### src/rtl/valve_interlock_pkg.sv
package valve_interlock_pkg;

   localparam int VI_STATE_W = 2;

   typedef enum logic [VI_STATE_W-1:0] {
      ST_IDLE  = 2'b00,
      ST_FAULT = 2'b01,
      ST_PRESS = 2'b10,
      ST_BOTH  = 2'b11
   } vi_state_e;

   typedef struct packed {
      logic lamp;
      logic prs;
      logic flw;
   } vi_drive_t;

   // Drive pattern implied by a state
   function automatic vi_drive_t vi_decode(input vi_state_e st);
      vi_drive_t d;
      d.lamp = (st == ST_FAULT);
      d.prs  = (st == ST_PRESS) || (st == ST_BOTH);
      d.flw  = (st == ST_BOTH);
      return d;
   endfunction

endpackage

### src/rtl/vi_sync.sv
module vi_sync #(
   parameter int               STAGES  = 2,
   parameter int               WIDTH   = 6,
   parameter logic [WIDTH-1:0] RST_VAL = '0
) (
   input  logic             clk,
   input  logic             rst_n,
   input  logic [WIDTH-1:0] d,
   output logic [WIDTH-1:0] q
);

   generate
      if (STAGES < 2) begin : g_bad_depth
         $error("vi_sync: STAGES must be at least 2");
      end
      if (WIDTH < 1) begin : g_bad_width
         $error("vi_sync: WIDTH must be positive");
      end
   endgenerate

   logic [WIDTH-1:0] pipe [STAGES];

   always_ff @(posedge clk or negedge rst_n) begin
      if (!rst_n) begin
         pipe[0] <= RST_VAL;
      end else begin
         pipe[0] <= d;
      end
   end

   generate
      for (genvar s = 1; s < STAGES; s++) begin : g_stage
         always_ff @(posedge clk or negedge rst_n) begin
            if (!rst_n) begin
               pipe[s] <= RST_VAL;
            end else begin
               pipe[s] <= pipe[s-1];
            end
         end
      end
   endgenerate

   assign q = pipe[STAGES-1];

endmodule

### src/rtl/vi_req_latch.sv
module vi_req_latch (
   input  logic clk,
   input  logic rst_n,
   input  logic set_n,
   input  logic clr_n,
   input  logic upd,
   input  logic wb_val,
   output logic req
);

   logic held;

   // Buttons resolve against the held request; both pressed keeps it
   always_comb begin
      unique case ({set_n, clr_n})
         2'b01:   req = 1'b1;
         2'b10:   req = 1'b0;
         default: req = held;
      endcase
   end

   // After evaluation the request is replaced by the valve drive
   always_ff @(posedge clk or negedge rst_n) begin
      if (!rst_n) begin
         held <= 1'b0;
      end else if (upd) begin
         held <= wb_val;
      end
   end

endmodule

### src/rtl/vi_next_state.sv
module vi_next_state
   import valve_interlock_pkg::*;
(
   input  vi_state_e cur,
   input  logic      pump_run,
   input  logic      prs_req,
   input  logic      flw_req,
   input  logic      panic,
   output vi_state_e nxt
);

   logic any_req;
   assign any_req = prs_req | flw_req;

   always_comb begin
      nxt = ST_IDLE;
      if (pump_run) begin
         unique case (cur)
            ST_IDLE: begin
               if (prs_req && !flw_req && !panic)
                  nxt = ST_PRESS;
               else if ((prs_req && flw_req) || (any_req && panic))
                  nxt = ST_FAULT;
               else
                  nxt = ST_IDLE;
            end
            ST_FAULT: nxt = ST_FAULT;
            ST_PRESS: begin
               if (prs_req && !flw_req)
                  nxt = ST_PRESS;
               else if (prs_req && flw_req && !panic)
                  nxt = ST_BOTH;
               else if (!any_req && !panic)
                  nxt = ST_IDLE;
               else
                  nxt = ST_FAULT;
            end
            ST_BOTH: begin
               if (prs_req && flw_req && !panic)
                  nxt = ST_BOTH;
               else if (prs_req)
                  nxt = ST_PRESS;
               else if (!flw_req && !panic)
                  nxt = ST_IDLE;
               else
                  nxt = ST_FAULT;
            end
            default: nxt = ST_IDLE;
         endcase
      end
   end

endmodule

### src/rtl/valve_interlock.sv
module valve_interlock
   import valve_interlock_pkg::*;
#(
   parameter int SYNC_STAGES = 2
) (
   input  logic clk,
   input  logic rst_n,
   input  logic eval_en,
   input  logic prs_on_n,
   input  logic prs_off_n,
   input  logic flw_on_n,
   input  logic flw_off_n,
   input  logic pump_n,
   input  logic panic,
   output logic prs_valve,
   output logic flw_valve,
   output logic fault_led,
   output logic heartbeat
);

   localparam int NUM_VALVES = 2;
   localparam int IN_W       = 2 * NUM_VALVES + 2;
   // Idle levels: buttons released, pump stopped, no panic
   localparam logic [IN_W-1:0] IN_IDLE = {1'b0, 1'b1, {(2*NUM_VALVES){1'b1}}};

   generate
      if (SYNC_STAGES < 2) begin : g_bad_sync
         $error("valve_interlock: SYNC_STAGES must be at least 2");
      end
   endgenerate

   logic [IN_W-1:0] raw_in, syn_in;
   assign raw_in = {panic, pump_n, flw_off_n, flw_on_n, prs_off_n, prs_on_n};

   vi_sync #(
      .STAGES  (SYNC_STAGES),
      .WIDTH   (IN_W),
      .RST_VAL (IN_IDLE)
   ) u_sync (
      .clk   (clk),
      .rst_n (rst_n),
      .d     (raw_in),
      .q     (syn_in)
   );

   logic pump_run_s, panic_s, both_off_s;
   assign pump_run_s = ~syn_in[2*NUM_VALVES];
   assign panic_s    = syn_in[2*NUM_VALVES+1];
   assign both_off_s = ~syn_in[1] & ~syn_in[3];

   vi_state_e state_q, state_lut, state_nxt;
   vi_drive_t drv_nxt;
   logic [NUM_VALVES-1:0] req, wb;

   assign wb = {drv_nxt.flw, drv_nxt.prs};

   // index 0: pressure, index 1: forward flow
   generate
      for (genvar v = 0; v < NUM_VALVES; v++) begin : g_req
         vi_req_latch u_latch (
            .clk    (clk),
            .rst_n  (rst_n),
            .set_n  (syn_in[2*v]),
            .clr_n  (syn_in[2*v+1]),
            .upd    (eval_en),
            .wb_val (wb[v]),
            .req    (req[v])
         );
      end
   endgenerate

   vi_next_state u_next (
      .cur      (state_q),
      .pump_run (pump_run_s),
      .prs_req  (req[0]),
      .flw_req  (req[1]),
      .panic    (panic_s),
      .nxt      (state_lut)
   );

   // Both off buttons clear any state whose upper bit is low
   always_comb begin
      state_nxt = state_lut;
      if (!state_lut[1] && both_off_s) begin
         state_nxt = ST_IDLE;
      end
      drv_nxt = vi_decode(state_nxt);
   end

   always_ff @(posedge clk or negedge rst_n) begin
      if (!rst_n) begin
         state_q   <= ST_IDLE;
         prs_valve <= 1'b0;
         flw_valve <= 1'b0;
         fault_led <= 1'b0;
         heartbeat <= 1'b0;
      end else if (eval_en) begin
         state_q   <= state_nxt;
         prs_valve <= drv_nxt.prs;
         flw_valve <= drv_nxt.flw;
         fault_led <= drv_nxt.lamp;
         heartbeat <= ~heartbeat;
      end
   end

endmodule

### config.mk
export PLATFORM = sky130hd
export DESIGN_NAME = valve_interlock
export DESIGN_NICKNAME = d
export VERILOG_FILES = /design/src/rtl/valve_interlock_pkg.sv /design/src/rtl/vi_sync.sv /design/src/rtl/vi_req_latch.sv /design/src/rtl/vi_next_state.sv /design/src/rtl/valve_interlock.sv
export SDC_FILE = /design/constraint.sdc
export NUM_CORES = 1
export LEC_CHECK = 0
export ABC_AREA = 0
export ABC_CLOCK_PERIOD_IN_PS = 2900
export BUFFER_PORTS_ARGS = -buffer_cell sky130_fd_sc_hd__buf_2
export CAP_MARGIN = 20
export CORE_MARGIN = 2
export CORE_UTILIZATION = 25
export CTS_BUF_LIST = sky130_fd_sc_hd__clkbuf_8
export CTS_CLUSTER_DIAMETER = 200
export DETAILED_ROUTE_END_ITERATION = 10
export GPL_TIMING_DRIVEN = 0
export MAX_ROUTING_LAYER = met4
export PLACE_DENSITY = 0.45
export SYNTH_ARGS = -nofsm -noshare
export SYNTH_HDL_FRONTEND = slang
export SYNTH_SLANG_ARGS = --single-unit
export TNS_END_PERCENT = 10
### constraint.sdc
create_clock -name clk -period 2.9 [get_ports clk]
set_input_delay 0.435 -clock clk [delete_from_list [all_inputs] [get_ports clk]]
set_output_delay 0.435 -clock clk [all_outputs]
set_load 0.01 [all_outputs]
; ---- Word-level counts from Yosys, hierarchy flattened
; Cells that the tools add are included.
[word_totals]
ff_bits = 18
out_inout_bits = 4
[classes]
eq_ne = 10
n_mux = 13
bitwise = 5
n_reduce_logical = 15
[op_table]
columns = operator, count
row1 = $mux 2, 7
row2 = $eq 2x2->1 const B, 6
row3 = $eq 2x1->1 const B, 4
row4 = $logic_and 1x1->1, 8
row5 = $pmux 2 s4, 1
row6 = $logic_not 1->1, 4
row7 = $pmux 1 s2, 2
row8 = $mux 1, 3
row9 = $not 1->1, 3
row10 = $logic_not 2->1, 1
row11 = $logic_or 1x1->1, 2
row12 = $and 1x1->1, 1
row13 = $or 1x1->1, 1

; ---- Depth between registers and ports, before layout
; Gate-level depths: netlist (run 1).
[depth]
word_depth = 15
depth_mapped = 7
ltp_nobuf = 7

; ---- Modules after synthesis
; A second synthesis (run 1) with hierarchy kept.
[unflattened]
hier_cells = 61
hier_area_um2 = 810.8
[modules_own_cells]
columns = mod, n_inst, cells_per_inst, area_each_um2, seq_area_each_um2
row1 = vi_sync, 1, 18, 357.8, 312.8
row2 = valve_interlock, 1, 20, 239.0, 125.1
row3 = vi_req_latch, 2, 5, 67.6, 25.0
row4 = vi_next_state, 1, 13, 78.8, 0.0

; ---- Worst setup path after synthesis (run 1)
; OpenSTA, ideal clock, no wires.
[synth_timing]
path_kind = flip-flop to flip-flop
startpoint = register u_sync.pipe, in the netlist u_sync.q[0]
endpoint = register state_q[1]
setup_time_ns = 0.125
arrival_time_ns = 1.939
required_ns = 2.775
setup_slack_ns = 0.837
stages_incl_launch_ff = 8
n_path_buf = 0
synth_period_minus_slack_ns = 2.063
path_cell_list = dfstp_2 > inv_1 > ha_1 > mux2i_1 > nor3_1 > o32ai_1 > nor2_1 > mux2_2
[synth_between]
elab_chain_len = 11
word_cells_on_any_way = 17
cone_classes = 2 x eq/ne / 9 x mux / 6 x reduce/logical
[synth_rtl]
columns = item, line
row1 = "start, declared", vi_sync.sv:21  ; logic [WIDTH-1:0] pipe [STAGES];
row2 = "start signal, assigned by index", vi_sync.sv:37  ; pipe[s] <= pipe[s-1];
row3 = $eq 2x2->1 / $eq 2x1->1 (equally long branches), vi_req_latch.sv:15  ; unique case ({set_n, clr_n})
row4 = $pmux 1 s2 *, vi_req_latch.sv:15
row5 = $logic_and 1x1->1 (2 in series), "vi_next_state.sv:31, vi_next_state.sv:39"
row6 = $mux 2, vi_next_state.sv:31  ; else if (prs_req && flw_req && !panic)
row7 = $mux 2, vi_next_state.sv:29  ; if (prs_req && !flw_req)
row8 = $pmux 2 s4 *, vi_next_state.sv:18  ; unique case (cur)
row9 = $mux 2 *, vi_next_state.sv:17  ; if (pump_run) begin
row10 = $logic_not 1->1, valve_interlock.sv:84  ; if (!state_lut[1] && both_off_s) begin
row11 = $logic_and 1x1->1, valve_interlock.sv:84
row12 = $mux 2 *, valve_interlock.sv:84
row13 = "end signal, assigned", valve_interlock.sv:98  ; state_q <= state_nxt;
row14 = "end, declared", valve_interlock.sv:51  ; vi_state_e state_q, state_lut, state_nxt;
; Every way passes the cells marked *; elsewhere a longest branch is shown, timed or not.
; A chain may end at the register's enable or synchronous reset.

; ---- Final worst setup path (run 1)
; Same ends and word-level chain as after synthesis.

==> reports/qor.yml, run 1 <==
synthesis:
  yosysMostFrequentCell: "dfstp_2"
  synth.top_cell.area_share_pct: 36.1
  syn_area_per_cell_sq_um: 12.8
  async_reset_ff_share_pct: 100
  synth_edf_count: 0
  syn-num-nets: 70
  syn_area_sq_um: 727
  ys_top_cells_by_count: "dfstp_2 (10), dfrtp_1 (7), inv_1 (5), nor2_1 (5)"
  synthDistinctLibCells: 20
  yosys_warnings: 0
  synth_area_leaders: "dfstp_2 (36%), dfrtp_1 (24%), ha_1 (6.9%), mux2_2 (4.6%), o32ai_1 (3.6%)"
  synth_ff_type: "dfstp_2"
  synth_top_area_cell: "dfstp_2"
  synthCells: 57
  synth-seq-area-share_pct: 60.2
  synth-seq-cells: 17
cells_and_area:
  drive_gt1_share_pct: 39.7
  nets: 87
  antenna_cells: 0
  fin_area_sq_um: 871
  utilization_pct: 31.6
  area.growth.synth_to_final_pct: 19.8
drt:
  drt_first_pass_iters: 5
  wl_met3_microns: 62
  topRoutingLayerUsed: "met4"
  wl_per_cell_microns: 11.2
  drt-met1-wl_microns: 543
  num_vias: 491
  routed_via_density: 4.72
  first_iter_violations: 16
  drc: 0
  postRouteAntennaNets: 0
  met2RoutedLength_microns: 538
  wl_mm: 1.16
power_and_ir_drop:
  ir_worst_vdd_uv: 394
  leakagePower_nw: 0.383
  p_per_area_nw_per_um2: 586
floorplan:
  rows: 19
  core_sq_um: 2760
  die-area_sq_um: 3360
  die_w_microns: 57.9
  initial_core_util_pct: 26.4
  die_y_microns: 57.9
  num_io_pins: 13
critical_path:
  criticalPathCategory: "reg2reg"
  required_ns: 3.03
  r2r_setup_slack_ns: 0.55
  end_kind: "flop"
  cp-start-kind: "flop"
  worst_ep_arrival_time_ns: 2.48
  critPathMaxFanout: 5
  worst-r2r-cell-count: 7
clock_network:
  clkTransAtPathRegs_ns: 0.06
  cts-htree-levels: 1
  cts_tree: "done"
  cts_buffers: 3
  clk_latency_ns: 0.24
  clock_path_buffers: 2
  clockRootBuffer: "clkbuf_8"
  clkSinkCount: 17
  post_cts_buffers: 0
  cts_hold_buffers: 0
  cts_resized: 0
timing:
  skew_ns: 0.00100
  slew_headroom_pct: 68.4
  worst_slew_pin_slew_ns: 0.473
  max_freq_ghz: 0.425
  rsz0062_at_grt: "no"
  tns_ns: 0
  period_needed_ns: 2.35
  hold_ws_ns: 0.0926
  setup_ws_ns: 0.549
  drv_slew: 0
  post-route-period-util_pct: 81.1
  final-setup-viol-count: 0
  hold_viol: 0
global_routing:
  grt_usage_pct: 8.55
  grt_max_degree: 18
  antenna_found_initial: 0
  overflow: 0
  grt_pass1_wl_mm: 2.00
  grt_pass1_vias: 453
flow_run:
  cap_viol_max_count: 0
worst_hold_path:
  hp-class: "in2async"
placement:
  place_congestion: 0.798
  dpl_worst_slack_ns: 0.573
  post_dp_cell_area_sq_um: 826
  port_buffers: 12
  dp_hpwl_microns: 872
run_status:
  status: "finished, final reports clean"
==> sequential cells by signal (all words and copies together) (netlist names) <==
name,flops
state_q,2
heartbeat,1
flw_valve,1
u_sync.q,6
u_sync.pipe,6
fault_led,1
==> cell type report <==
class	count	area, sq um
clock buffer	3	41.3
clock inverter	1	3.75
fill	281	1890
inverter	5	18.8
multi-input combinational	35	270
sequential	17	438
tap	31	38.8
timing repair buffer	12	60.1
==> cell usage in the layout (no fill, tap or decap), drive strengths merged <==
cell     instances
mux2             3
dfrtp            7
nand4b           1
nor4             1
or2              1
nand4bb          1
xor2             1
buf             12
nor2             5
o22ai            1
a311oi           1
o21a             1
o311a            1
nor3             4
inv              6
o32ai            3
o21ai            4
clkbuf           3
dfstp           10
and2             1
mux2i            2
ha               4
==> critical path: stages, from the launching register on <==
cell	delay, ns
dfstp_2	0.51
inv_1	0.05
ha_1	0.35
mux2i_1	0.40
nor3_1	0.08
o32ai_1	0.48
nor2_1	0.10
mux2_2	0.27
==> worst paths after layout <==
check	from	endpoint
worst min register to register	u_sync.pipe[11]	u_sync.q[5]
max in group asynchronous	rst_n	u_sync.q[1]
worst max-delay path	u_sync.q[0]	state_q[1]
worst min-delay path	rst_n	flw_valve
min in group clk	flw_off_n	u_sync.pipe[9]
worst max register to register	u_sync.q[0]	state_q[1]
==> metrics by stage <==
| stage | instances | power (W) |
|---|---|---|
| floorplan | 57 | 0.000322 |
| global placement | 100 | 0.000350 |
| detailed placement | 100 | 0.000354 |
| CTS | 104 | 0.000520 |
| global route | 104 | 0.000540 |
| finish | 104 | 0.000511 |
==> metal layers <==
layer  GRT usage [%]  up-vias
met5               -        -
met4            6.98        0
met3            1.34        2
met2            13.1       18
met1            9.77      231
li1                -      240
==> cells by family (layout without fill, tap and decap cells) <==
group | Yosys count | in the layout | synth area share [%]
AO/OA/AOI/OAI | 11 | 11 | 11.0
XOR/XNOR | 1 | 1 | 1.21
adder cells (fa/ha/maj) | 4 | 4 | 6.88
buffers and inverters | 5 | 21 | 2.58
flip-flops | 17 | 17 | 60.2
multiplexers | 5 | 5 | 7.40
AND/OR/NAND/NOR | 14 | 14 | 10.7
==> power breakdown <==
group          internal, W  leakage, nW  switching, W
Combinational    0.0000333        0.161     0.0000374
Clock            0.0000935       0.0269     0.0000687
Sequential        0.000262        0.195     0.0000153
Total             0.000389        0.383      0.000121
Note: power is estimated with default switching activity, not from simulation.
==> run 2, diff against run 1 <==
ABC_AREA = 1   (was 0)
ABC_CLOCK_PERIOD_IN_PS = 2440   (was 2900)
clock period = 2.44 ns   (was 2.9 ns; I/O delays follow)
==> run 2 against run 1 <==
  * Sequential power up 27%
  * Non-clock buffer count unchanged
  * Sequential share of layout area down 5.7 points
  * Highest routed layer unchanged
  * First-iteration DRC count down 69%
  * Die area up 12%
  * Synthesized cell count up 53%
  * Register-to-register slack better by 0.09 ns
==> reports/qor.yml, run 2 <==
critical_path:
  worst_r2r_endpoint: "state_q[0]"
  worst-r2r-cell-count: 12  # +5
  cp-start-kind: "flop"
  crit_chain: "inv_1, ha_1, inv_1, nor2_2, nor2_4, nand3_2, nand2_1, inv_1, nand2_1, nand3_2, nand3_2, nand3_2"
  critPathMaxStageDelay_ns: 0.51  # about the same
  crit_end: "state_q[0]"
  required_ns: 2.58  # -0.45 ns
  path_common_cell: "nand3_2"
  crit_family: "simple AND/OR/NAND/NOR gates"
  cp.depth: 12  # +5
  rr_startpoint: "u_sync.q[0]"
  crit_slowest_cell: "dfstp_2"
  r2r_setup_slack_ns: 0.64  # +0.09 ns
  worst_ep_arrival_time_ns: 1.93  # -0.55 ns
  startpoint: "u_sync.q[0]"
  critPathMaxFanout: 4  # -1
  criticalPathCategory: "reg2reg"
  end_kind: "flop"
  path_buf_inv: 3  # +2
synthesis:
  synthCells: 87  # +53%
  synth-simple-area-share_pct: 29.2  # +19 points
  yosysMostFrequentCell: "nand2_1"
  synth_top_family_by_area: "simple AND/OR/NAND/NOR gates"
  synthXorXnorAreaFrac_pct: 1.07  # -0.14 points
  async_reset_ff_share_pct: 100  # unchanged
  synth-seq-area-share_pct: 53.3  # -7.0 points
  synth-seq-cells: 17  # unchanged
  synth_compound_area_share_pct: 4.87  # -6.1 points
  syn_area_sq_um: 822  # +13%
  ys_top_cells_by_count: "nand2_1 (25), inv_1 (12), dfstp_2 (10)"
  synth_ff_type: "dfstp_2"
  synth_edf_count: 0  # unchanged
  synth_top_area_cell: "dfstp_2"
  synth_area_leaders: "dfstp_2 (32%), dfrtp_1 (21%), nand2_1 (11%), ha_1 (6.1%), inv_1 (5.5%)"
  syn_area_per_cell_sq_um: 9.45  # -26%
  synthDistinctLibCells: 19  # -5.0%
  syn-num-nets: 100  # +43%
  synth.top_cell.area_share_pct: 32.0  # -4.2 points
  synthMuxAreaShare_pct: 0  # -7.4 points
  synthAdderAreaFrac_pct: 6.09  # -0.80 points
  yosys_warnings: 0  # unchanged
power_and_ir_drop:
  switching_share_pct: 32.1  # +8.3 points
  p_int_w: 0.000512  # +32%
  pwr-share-seq_pct: 46.8  # -7.6 points
  switchingPower_w: 0.000242  # +99%
  clkPwrFrac_pct: 26.3  # -5.5 points
  p_per_area_nw_per_um2: 768  # +31%
  leakagePower_nw: 0.501  # +31%
  ir_worst_vdd_uv: 290  # -27%
  p_comb_share_pct: 26.9  # +13 points
clock_network:
  clockRootBuffer: "clkbuf_8"
  cts-htree-levels: 1  # unchanged
  cts_hold_buffers: 0  # unchanged
  cts_buffers: 3  # unchanged
  clock_path_buffers: 2  # unchanged
  cts_resized: 0  # unchanged
  cts_tree: "done"
  post_cts_buffers: 0  # unchanged
  clk_latency_ns: 0.25  # about the same
  clkTransAtPathRegs_ns: 0.06  # about the same
  clkSinkCount: 17  # unchanged
placement:
  dp_hpwl_mm: 1.10  # +26%
  dpl_worst_slack_ns: 0.637  # +0.0641 ns
  port_buffers: 12  # unchanged
  place_congestion: 0.737  # -7.6%
drt:
  routed_via_density: 4.01  # -15%
  wl_per_cell_microns: 9.22  # -18%
  postRouteAntennaNets: 0  # unchanged
  drt_first_pass_iters: 4  # -1
  first_iter_violations: 5  # -11
  num_vias: 589  # +20%
  drc: 0  # unchanged
  wl_mm: 1.36  # +17%
run_status:
  status: "finished, final reports clean"
global_routing:
  grt_usage_pct: 9.41  # +0.86 points
  overflow: 0  # unchanged
  grt_pass1_wl_mm: 2.38  # +19%
  grt_pass1_vias: 576  # +27%
  antenna_found_initial: 0  # unchanged
  grt_max_degree: 18  # unchanged
timing:
  tns_ns: 0  # unchanged
  slew_headroom_pct: 75.9  # +7.5 points
  rsz0062_at_grt: "no"
  drv_slew: 0  # unchanged
  post-route-period-util_pct: 73.7  # -7.4 points
  setup_ws_ns: 0.642  # +0.0932 ns
  worst_slew_pin_slew_ns: 0.361  # -0.112 ns
  final-setup-viol-count: 0  # unchanged
  skew_ns: 0.00147  # +0.000465 ns
  hold_viol: 0  # unchanged
  period_needed_ns: 1.80  # -0.553 ns
  max_freq_ghz: 0.556  # +31%
floorplan:
  rows: 20  # +1
  num_io_pins: 13  # unchanged
  initial_core_util_pct: 26.5  # +0.13 points
  die-area_sq_um: 3760  # +12%
  die_w_microns: 61.3  # +5.9%
  die_y_microns: 61.3  # +5.9%
  core_sq_um: 3100  # +13%
cells_and_area:
  drive_gt1_share_pct: 36.9  # -2.8 points
  nets: 117  # +34%
  n_fill_cell: 345  # +23%
  final_cell_mix: "nand2_1 (25), inv_1 (13), buf_2 (12)"
  antenna_cells: 0  # unchanged
  final_common_cell: "nand2_1"
  area.growth.synth_to_final_pct: 19.5
flow_run:
  cap_viol_max_count: 0  # unchanged
worst_hold_path:
  hp-class: "in2async"
run 2: cell types whose count changed in the layout (fill, tap and decap cells not counted), sizes merged, moves of 4 or more:
cell / delta
inv: +7
nor2: +6
nand3: +6
nand2: +28
nor3: -4
run 2: power groups by stage:
stage	Clock (W)	Sequential, W	Combinational [W]
2_1_floorplan	0	0.000360	0.000140
3_3_place_gp	0	0.000356	0.000200
3_5_place_dp	0	0.000358	0.000205
4_1_cts	0.000209	0.000354	0.000206
5_1_grt	0.000221	0.000358	0.000232
6_report	0.000198	0.000353	0.000203
run 2: how the worst min path moves through the flow:
stage | cells after the start | end | slack (ns)
after floorplan | 0 | fault_led | 0.07
after global placement | 1 | fault_led | 0.30
after detailed placement | 1 | heartbeat | 0.30
after CTS | 1 | heartbeat | 0.03
after global routing | 1 | heartbeat | 0.04
final | 1 | heartbeat | 0.02
run 2: cell type report:
type | instances | area, sq um | area share, %
Clock buffer | 3 | 41.3 | 4.20
Clock inverter | 1 | 3.75 | 0.382
Inverter | 12 | 45.0 | 4.59
Multi-Input combinational cell | 58 | 339 | 34.5
Sequential cell | 17 | 438 | 44.6
Tap cell | 44 | 55.1 | 5.61
Timing Repair Buffer | 12 | 60.1 | 6.11
run 2: kinds of logic after synthesis:
kind of cell / count (synthesis)
simple gates: 47
flops: 17
fa+ha+maj: 4
buf+inv: 12
compound gates: 6
xor+xnor: 1
run 2: layer usage:
layer	GRT usage, %	part of all wire (%)	wire, microns	vias to the layer above
li1	-	-	-	299
met1	10.0	43	581	274
met2	16.0	50	678	12
met3	2.10	4.6	63	4
met4	5.47	2.4	32	0
met5	-	0	0	-
run 2: metrics by stage:
step	instances	cell area [sq um]	hold slack [ns]	total power (W)	util (%)
finish	147	982	0.0198	0.000754	31.7
global placement	143	937	0.302	0.000556	30.2
CTS	147	982	0.0311	0.000769	31.7
detailed placement	143	937	0.303	0.000564	30.2
global route	147	982	0.0445	0.000810	31.7
floorplan	87	822	0.0704	0.000500	-
